===== src/rtl/gpr_pkg.sv =====
package gpr_pkg;

    typedef enum logic [1:0] {
        VIEW_FULL = 2'd0,
        VIEW_WORD = 2'd1,
        VIEW_BYTE = 2'd2,
        VIEW_RSVD = 2'd3
    } view_e;

endpackage


===== src/rtl/gpr_view_dec.sv =====
module gpr_view_dec
    import gpr_pkg::*;
#(
    parameter int NUM_REGS = 8,
    parameter int DATA_W   = 32,
    parameter int HALF_W   = 16,
    parameter int BYTE_W   = 8,
    localparam int IDX_W   = $clog2(NUM_REGS),
    localparam int BSEL_W  = IDX_W - 1,
    localparam int SHW     = $clog2(DATA_W)
) (
    input  logic [IDX_W-1:0]  idx,
    input  view_e             width,
    output logic [IDX_W-1:0]  reg_sel,
    output logic [DATA_W-1:0] lane_mask,
    output logic [SHW-1:0]    lane_shift,
    output logic              legal
);

    always_comb begin
        reg_sel    = idx;
        lane_mask  = '1;
        lane_shift = '0;
        legal      = 1'b1;
        unique case (width)
            VIEW_FULL: ;
            VIEW_WORD: lane_mask = {{(DATA_W-HALF_W){1'b0}}, {HALF_W{1'b1}}};
            VIEW_BYTE: begin
                // low half of the index picks one of the byte-capable registers,
                // the top index bit picks the lower or upper byte lane
                reg_sel    = {1'b0, idx[BSEL_W-1:0]};
                lane_shift = idx[IDX_W-1] ? SHW'(BYTE_W) : '0;
                lane_mask  = {{(DATA_W-BYTE_W){1'b0}}, {BYTE_W{1'b1}}} << lane_shift;
            end
            default: begin
                lane_mask = '0;
                legal     = 1'b0;
            end
        endcase
    end

endmodule


===== src/rtl/gpr_rd_port.sv =====
module gpr_rd_port
    import gpr_pkg::*;
#(
    parameter int NUM_REGS = 8,
    parameter int DATA_W   = 32,
    localparam int IDX_W   = $clog2(NUM_REGS),
    localparam int SHW     = $clog2(DATA_W)
) (
    input  logic [NUM_REGS-1:0][DATA_W-1:0] regs,
    input  logic [IDX_W-1:0]                idx,
    input  view_e                           width,
    output logic [DATA_W-1:0]               rdata,
    output logic                            illegal
);

    logic [IDX_W-1:0]  sel;
    logic [DATA_W-1:0] mask;
    logic [SHW-1:0]    shift;
    logic              legal;

    gpr_view_dec #(.NUM_REGS(NUM_REGS), .DATA_W(DATA_W)) u_dec (
        .idx        (idx),
        .width      (width),
        .reg_sel    (sel),
        .lane_mask  (mask),
        .lane_shift (shift),
        .legal      (legal)
    );

    always_comb begin
        rdata   = legal ? ((regs[sel] & mask) >> shift) : '0;
        illegal = ~legal;
    end

endmodule


===== src/rtl/gpr_bank.sv =====
module gpr_bank #(
    parameter int NUM_REGS = 8,
    parameter int DATA_W   = 32,
    localparam int IDX_W   = $clog2(NUM_REGS),
    localparam int SHW     = $clog2(DATA_W)
) (
    input  logic                            clk,
    input  logic                            rst_n,
    input  logic                            we,
    input  logic [IDX_W-1:0]                sel,
    input  logic [DATA_W-1:0]               mask,
    input  logic [SHW-1:0]                  shift,
    input  logic [DATA_W-1:0]               wdata,
    output logic [NUM_REGS-1:0][DATA_W-1:0] regs
);

    typedef struct packed {
        logic [NUM_REGS-1:0][DATA_W-1:0] regs;
    } bank_t;

    bank_t st_d, st_q;
    logic [DATA_W-1:0] cur_word;
    logic [DATA_W-1:0] placed;

    always_comb begin
        st_d     = st_q;
        cur_word = st_q.regs[sel];
        placed   = (wdata << shift) & mask;
        if (we) begin
            st_d.regs[sel] = (cur_word & ~mask) | placed;
        end
    end

    always_ff @(posedge clk or negedge rst_n) begin
        if (!rst_n) st_q <= '0;
        else        st_q <= st_d;
    end

    assign regs = st_q.regs;

    // no enabled write, no change anywhere in the bank
    p_hold_r7: assert property (@(posedge clk) disable iff (!rst_n)
        !we |=> (st_q.regs == $past(st_q.regs)))
        else $error("bank changed without write");

    // bits outside the lane mask survive a write
    p_keep_r3: assert property (@(posedge clk) disable iff (!rst_n)
        we |=> ((st_q.regs[$past(sel)] & ~$past(mask)) == ($past(cur_word) & ~$past(mask))))
        else $error("unaddressed bits lost on write");

endmodule


===== src/rtl/gpr_file.sv =====
module gpr_file
    import gpr_pkg::*;
#(
    parameter int NUM_REGS = 8,
    parameter int DATA_W   = 32,
    parameter int HALF_W   = 16,
    parameter int BYTE_W   = 8,
    localparam int IDX_W   = $clog2(NUM_REGS),
    localparam int SHW     = $clog2(DATA_W),
    localparam int NUM_RD  = 2
) (
    input  logic              clk,
    input  logic              rst_n,
    input  logic              wr_en,
    input  logic [IDX_W-1:0]  wr_idx,
    input  logic [1:0]        wr_width,
    input  logic [DATA_W-1:0] wr_data,
    output logic              wr_illegal,
    input  logic [IDX_W-1:0]  ra_idx,
    input  logic [1:0]        ra_width,
    output logic [DATA_W-1:0] ra_data,
    output logic              ra_illegal,
    input  logic [IDX_W-1:0]  rb_idx,
    input  logic [1:0]        rb_width,
    output logic [DATA_W-1:0] rb_data,
    output logic              rb_illegal
);

    logic [NUM_REGS-1:0][DATA_W-1:0] regs;
    logic [IDX_W-1:0]  w_sel;
    logic [DATA_W-1:0] w_mask;
    logic [SHW-1:0]    w_shift;
    logic              w_legal;

    logic [NUM_RD-1:0][IDX_W-1:0]  rd_idx;
    logic [NUM_RD-1:0][1:0]        rd_width;
    logic [NUM_RD-1:0][DATA_W-1:0] rd_data;
    logic [NUM_RD-1:0]             rd_illegal;

    gpr_view_dec #(.NUM_REGS(NUM_REGS), .DATA_W(DATA_W),
                   .HALF_W(HALF_W), .BYTE_W(BYTE_W)) u_wdec (
        .idx        (wr_idx),
        .width      (view_e'(wr_width)),
        .reg_sel    (w_sel),
        .lane_mask  (w_mask),
        .lane_shift (w_shift),
        .legal      (w_legal)
    );

    gpr_bank #(.NUM_REGS(NUM_REGS), .DATA_W(DATA_W)) u_bank (
        .clk   (clk),
        .rst_n (rst_n),
        .we    (wr_en & w_legal),
        .sel   (w_sel),
        .mask  (w_mask),
        .shift (w_shift),
        .wdata (wr_data),
        .regs  (regs)
    );

    assign rd_idx   = {rb_idx, ra_idx};
    assign rd_width = {rb_width, ra_width};

    for (genvar p = 0; p < NUM_RD; p++) begin : g_rd
        gpr_rd_port #(.NUM_REGS(NUM_REGS), .DATA_W(DATA_W)) u_rd (
            .regs    (regs),
            .idx     (rd_idx[p]),
            .width   (view_e'(rd_width[p])),
            .rdata   (rd_data[p]),
            .illegal (rd_illegal[p])
        );
    end

    assign wr_illegal = ~w_legal;
    assign ra_data    = rd_data[0];
    assign rb_data    = rd_data[1];
    assign ra_illegal = rd_illegal[0];
    assign rb_illegal = rd_illegal[1];

    // narrow reads are zero-extended on the port
    p_word_ext_r6: assert property (@(posedge clk) disable iff (!rst_n)
        (ra_width == 2'd1) |-> (ra_data[DATA_W-1:HALF_W] == '0))
        else $error("word read not zero-extended");

    p_byte_ext_r6: assert property (@(posedge clk) disable iff (!rst_n)
        (rb_width == 2'd2) |-> (rb_data[DATA_W-1:BYTE_W] == '0))
        else $error("byte read not zero-extended");

    // a refused read returns zero
    p_illegal_zero_r7: assert property (@(posedge clk) disable iff (!rst_n)
        ra_illegal |-> (ra_data == '0))
        else $error("illegal read returned data");

    // a high-byte write touches only a byte-capable register's bits 15:8
    p_high_byte_r5: assert property (@(posedge clk) disable iff (!rst_n)
        (wr_en && wr_width == 2'd2 && wr_idx[IDX_W-1])
        |=> (regs[NUM_REGS-1:NUM_REGS/2] == $past(regs[NUM_REGS-1:NUM_REGS/2])))
        else $error("high-byte write reached an index-only register");

endmodule


===== config.mk =====
export PLATFORM = sky130hd
export DESIGN_NAME = gpr_file
export DESIGN_NICKNAME = d
export VERILOG_FILES = /design/src/rtl/gpr_pkg.sv /design/src/rtl/gpr_view_dec.sv /design/src/rtl/gpr_rd_port.sv /design/src/rtl/gpr_bank.sv /design/src/rtl/gpr_file.sv
export SDC_FILE = /design/constraint.sdc
export NUM_CORES = 1
export LEC_CHECK = 0
export BUFFER_PORTS_ARGS = -buffer_cell sky130_fd_sc_hd__buf_2
export CAP_MARGIN = 10
export CORE_ASPECT_RATIO = 1.2
export CORE_UTILIZATION = 40
export DETAILED_ROUTE_END_ITERATION = 10
export SYNTH_ARGS = -nofsm -noshare
export SYNTH_HDL_FRONTEND = slang
export SYNTH_SLANG_ARGS = --single-unit

===== constraint.sdc =====
create_clock -name clk -period 4.75 [get_ports clk]
set_input_delay 1.1875 -clock clk [delete_from_list [all_inputs] [get_ports clk]]
set_output_delay 1.1875 -clock clk [all_outputs]
set_load 0.005 [all_outputs]

==> implementation parameters <==
Parameter                              Value

Pwr
  Sequential share of power ... 42.0%
  Internal power of the cells ... 0.00543 W
  Largest vdd supply drop ... roughly 320 µV
  Static power due to leakage ... between 7 and 8 nW
  Switching power ... 0.00255 W
  Share of total power in combinational logic ... between 20% and 30%
  Power per standard cell area ... 439 mW/mm²
  Switching portion of total power ... between 30% and 40%
  Part of the power in the clock network ... 30.3%
  Total power ... between 0.007 and 0.008 W

Detailed routing
  Final Routed Wirelength ... just over 50,000 µm
  Iteration-0 DRC Markers ... 966
  Total via count after detailed routing ... between 10,000 and 15,000
  Vias per Instance ... around 6.1
  Number of iterations in the first detailed-routing pass ... 5
  DRC Markers ... 0
  Detail-routed net length per standard cell ... about 25 µm
  Remaining number of nets flagged by the antenna check after routing ... 0

Synth
  Avg Synthesized Cell Area ... 11.2 µm²
  Simple logic cell fraction of the synthesized area ... about a tenth
  Largest family of logic cells by synthesized area ... multiplexers
  Most frequently used flop master after synthesis ... sky130_fd_sc_hd__dfrtp_1
  Seq/Total Area, Yosys ... roughly 40%
  Count of mapped cells out of synthesis ... between 1,000 and 1,500
  Synthesized Nets ... 1,487
  Number of distinct library cells after synthesis ... 50
  Synthesized cell area ... 0.0160 mm²
  Async SR Flop Fraction ... 100%
  Number of flops mapped to enable cells by yosys ... 0
  Synthesized flop and latch total ... 256
  Number of warnings printed during yosys synthesis ... 0
  Post-synthesis share of cell area spent on full adders, half adders and majority gates ... 0%
  Mux contribution to synthesized area ... 33.0%
  Fraction of synthesized cell area in xor and xnor cells ... 0%
  Share of the synthesized area in compound gates (AO/OA/AOI/OAI) ... a little over an eighth

Timing
  Headroom to the max-slew limit ... between 20% and 30%
  Final count of pins violating max slew ... 0
  Transition time at the pin with the least slew margin ... around 1.0 ns
  Final clock period utilization by the worst path ... approximately 86%
  Minimum clock period after layout ... between 4 and 5 ns
  Achievable Freq ... 245 MHz
  Final setup violation count ... 0
  Fin. Hold Viols ... 0
  RSZ-0062 raised after global routing ... false
  Worst Skew ... between 0.015 and 0.02 ns
  Total Neg Setup Slack ... 0 ns

Floorplan
  Die outline area ... between 0.04 and 0.05 mm²
  Initial Utilization ... between 40 and 50%
  Number of rows created at floorplan ... 79
  Number of top-level design ports ... around 120
  Die W ... between 150 and 200 µm
  Die Y ... 221 µm
  Area inside the core boundary ... between 0.03 and 0.04 mm²

Finish
  Flip-flop count of the largest register after layout ... 256
  Final net count ... around 1,600
  Share of layout cells above drive strength 1 ... 32.6%
  Layout fillers ... approximately 3,700
  Area delta synth->final ... 13.5%

Status
  Status ... finished, final reports clean

Critical path
  Launch point of the worst reg-to-reg path ... u_bank.regs[242]
  Worst reg2reg endpoint ... u_bank.regs[178]
  Arrival time at the worst endpoint ... between 2 and 3 ns
  Startpoint type of the worst setup path ... input port
  Reg-to-reg setup timing slack ... roughly 3.0 ns
  Max incr delay on CP ... about 0.54 ns
  Length in cells of the worst reg-to-reg path ... 5
  Family with the most delay on the worst path ... buffers and inverters
  Nature of the critical path endpoint ... output pin
  Chain of cells forming the critical path ... buf_4, buf_12, mux4_2, nand2_1, a31oi_1, buf_2
  Number of buffer and inverter stages on the critical path ... 3
  Highest net fanout along the worst path ... 19
  Worst-path cell with the longest stage delay ... sky130_fd_sc_hd__mux4_2
  Worst endpoint required time ... around 3.6 ns
  Startpoint-to-endpoint class of the critical path ... input port to output pin

Hold path
  Cell depth of the worst hold path ... 2
  Worst min-delay path endpoint ... u_bank.regs[28]
  Hold Crit Start ... u_bank.regs[28]
  Path category of the worst min-delay check ... flop to flop

GRT
  Overflow left after global routing ... 0
  Pin count of the biggest net entering global routing ... 121
  Via count of the first global-routing pass ... 12,800
  Initial antenna violation count ... 0
  Overall routing resource usage ... 25.5%
  Wire length of the first global-routing pass ... about 79,000 µm

Clocking
  Clock latency on the worst-skew pair ... ~0.57 ns
  Number of setup buffers added after CTS ... 0
  Buffers from clock root to sink, at most ... 3
  TritonCTS clock tree ... built
  Reg clk slew, reported paths ... about 0.06 ns
  Root Buffer Master ... sky130_fd_sc_hd__clkbuf_16
  Number of H-tree levels ... 1
  CTS sink count ... approximately 260
  Number of clock buffers inserted by TritonCTS ... 30
  CTS Hold Buffers Added ... 0
  # resized after CTS ... 0

Flow run
  Max-capacitance violation count ... 0

Placed design
  Hpwl dp ... roughly 32,000 µm
  Placer's final routability congestion estimate ... around 0.86
  Input/output buffers ... between 100 and 150
==> layer usage <==
layer	global-route usage (%)	vias up	part of all wire, %
li1	-	5501	-
met1	34.8	6250	40
met2	40.7	584	48
met3	3.19	134	7.4
met4	11.4	0	4.1
met5	0	-	0
==> how the worst max path moves through the flow <==
stage | start | end | slack (ns) | depth (start not counted)
2_1_floorplan | rb_idx[0] | rb_data[6] | 1.09 | 5
3_3_place_gp | ra_idx[0] | ra_data[1] | 0.67 | 6
3_5_place_dp | ra_idx[0] | ra_data[3] | 0.66 | 6
4_1_cts | ra_idx[0] | ra_data[3] | 0.65 | 6
5_1_grt | ra_idx[0] | ra_data[22] | 0.57 | 6
6_report | ra_idx[0] | ra_data[3] | 0.66 | 6
==> cell usage after synthesis (2+ instances only) <==
library cell / count / area, µm²
sky130_fd_sc_hd__nand2_1: 266 / 998
sky130_fd_sc_hd__dfrtp_1: 256 / 6410
sky130_fd_sc_hd__o21ai_0: 192 / 961
sky130_fd_sc_hd__mux4_2: 154 / 3470
sky130_fd_sc_hd__mux2i_1: 92 / 921
sky130_fd_sc_hd__mux2_2: 73 / 822
sky130_fd_sc_hd__a21oi_1: 71 / 355
sky130_fd_sc_hd__clkbuf_1: 62 / 233
sky130_fd_sc_hd__buf_2: 39 / 195
sky130_fd_sc_hd__nor2_1: 27 / 101
sky130_fd_sc_hd__nor3_1: 22 / 110
sky130_fd_sc_hd__o21ai_1: 18 / 90.1
sky130_fd_sc_hd__nand3_1: 17 / 85.1
sky130_fd_sc_hd__o22ai_1: 16 / 100
sky130_fd_sc_hd__inv_1: 12 / 45.0
sky130_fd_sc_hd__o32ai_1: 11 / 96.3
sky130_fd_sc_hd__buf_4: 10 / 75.1
sky130_fd_sc_hd__o21bai_2: 9 / 101
sky130_fd_sc_hd__or2_2: 9 / 56.3
sky130_fd_sc_hd__a221oi_2: 8 / 120
sky130_fd_sc_hd__a31oi_1: 8 / 50.1
sky130_fd_sc_hd__buf_6: 8 / 90.1
sky130_fd_sc_hd__o21ai_2: 8 / 70.1
sky130_fd_sc_hd__mux2_1: 7 / 78.8
sky130_fd_sc_hd__buf_1: 6 / 22.5
sky130_fd_sc_hd__o21bai_1: 4 / 30.0
sky130_fd_sc_hd__clkinv_1: 2 / 7.51
sky130_fd_sc_hd__inv_2: 2 / 7.51
sky130_fd_sc_hd__nand2b_1: 2 / 12.5
sky130_fd_sc_hd__nand3b_1: 2 / 15.0
sky130_fd_sc_hd__o21a_1: 2 / 15.0
sky130_fd_sc_hd__o221ai_4: 2 / 52.6
sky130_fd_sc_hd__o32ai_2: 2 / 32.5
sky130_fd_sc_hd__or3_1: 2 / 12.5
==> per-stage QoR <==
stage                     hold slack, ns  cells  cell area, µm²  setup WS (ns)  utilization (%)
after global routing               0.551   2054           18200          0.574             46.5
final                              0.527   2055           18200          0.661             46.5
after CTS                          0.527   2054           18200          0.653             46.5
after detailed placement           0.513   1999           17100          0.657             43.8
after global placement             0.496   1999           17100          0.669             43.8
after floorplan                    0.477   1437           16000           1.09                -
==> power groups by stage <==
stage	Combinational [W]	Sequential [W]	Clock, W
6_report	0.00222	0.00335	0.00242
5_1_grt	0.00243	0.00343	0.00254
4_1_cts	0.00222	0.00334	0.00247
3_5_place_dp	0.00221	0.00337	0
3_3_place_gp	0.00217	0.00332	0
2_1_floorplan	0.00170	0.00316	0
==> cell type report <==
cell class | instances | area, µm² | share of cell area, %
multi-input combinational | 1039 | 8960 | 49.3
sequential | 256 | 6410 | 35.2
timing repair buffer | 162 | 1050 | 5.77
clock buffer | 44 | 935 | 5.14
tap | 526 | 658 | 3.62
clock inverter | 11 | 115 | 0.633
inverter | 16 | 60.1 | 0.330
antenna | 1 | 2.50 | 0.0138
==> placed cells by master, fill, tap and decap left out, drive strengths merged, types with 3 or more instances in the layout <==
cell type / instances
o22ai: 16
mux2i: 92
a31oi: 8
o21ai: 218
dfrtp: 256
o32ai: 14
mux4: 154
nand3b: 3
clkinv: 10
clkbuf: 44
nand2b: 3
or2: 10
nor2: 27
nand2: 267
inv: 15
buf: 162
nor3: 23
o21bai: 14
a221oi: 8
a21oi: 71
nand3: 18
mux2: 80
==> worst register-to-register path: cells and delay by family (launching register included) <==
family,cells,cell delay [ns]
compound gates,3,0.98
flops,1,0.42
mux,1,0.18
simple gates,1,0.06
==> cells by family after synthesis <==
| family | after synthesis |
|---|---|
| AND/OR/NAND/NOR | 359 |
| AO/OA/AOI/OAI | 354 |
| multiplexers | 326 |
| flip-flops | 256 |
| buffers and inverters | 142 |
Note: power is estimated with default switching activity, not from simulation.
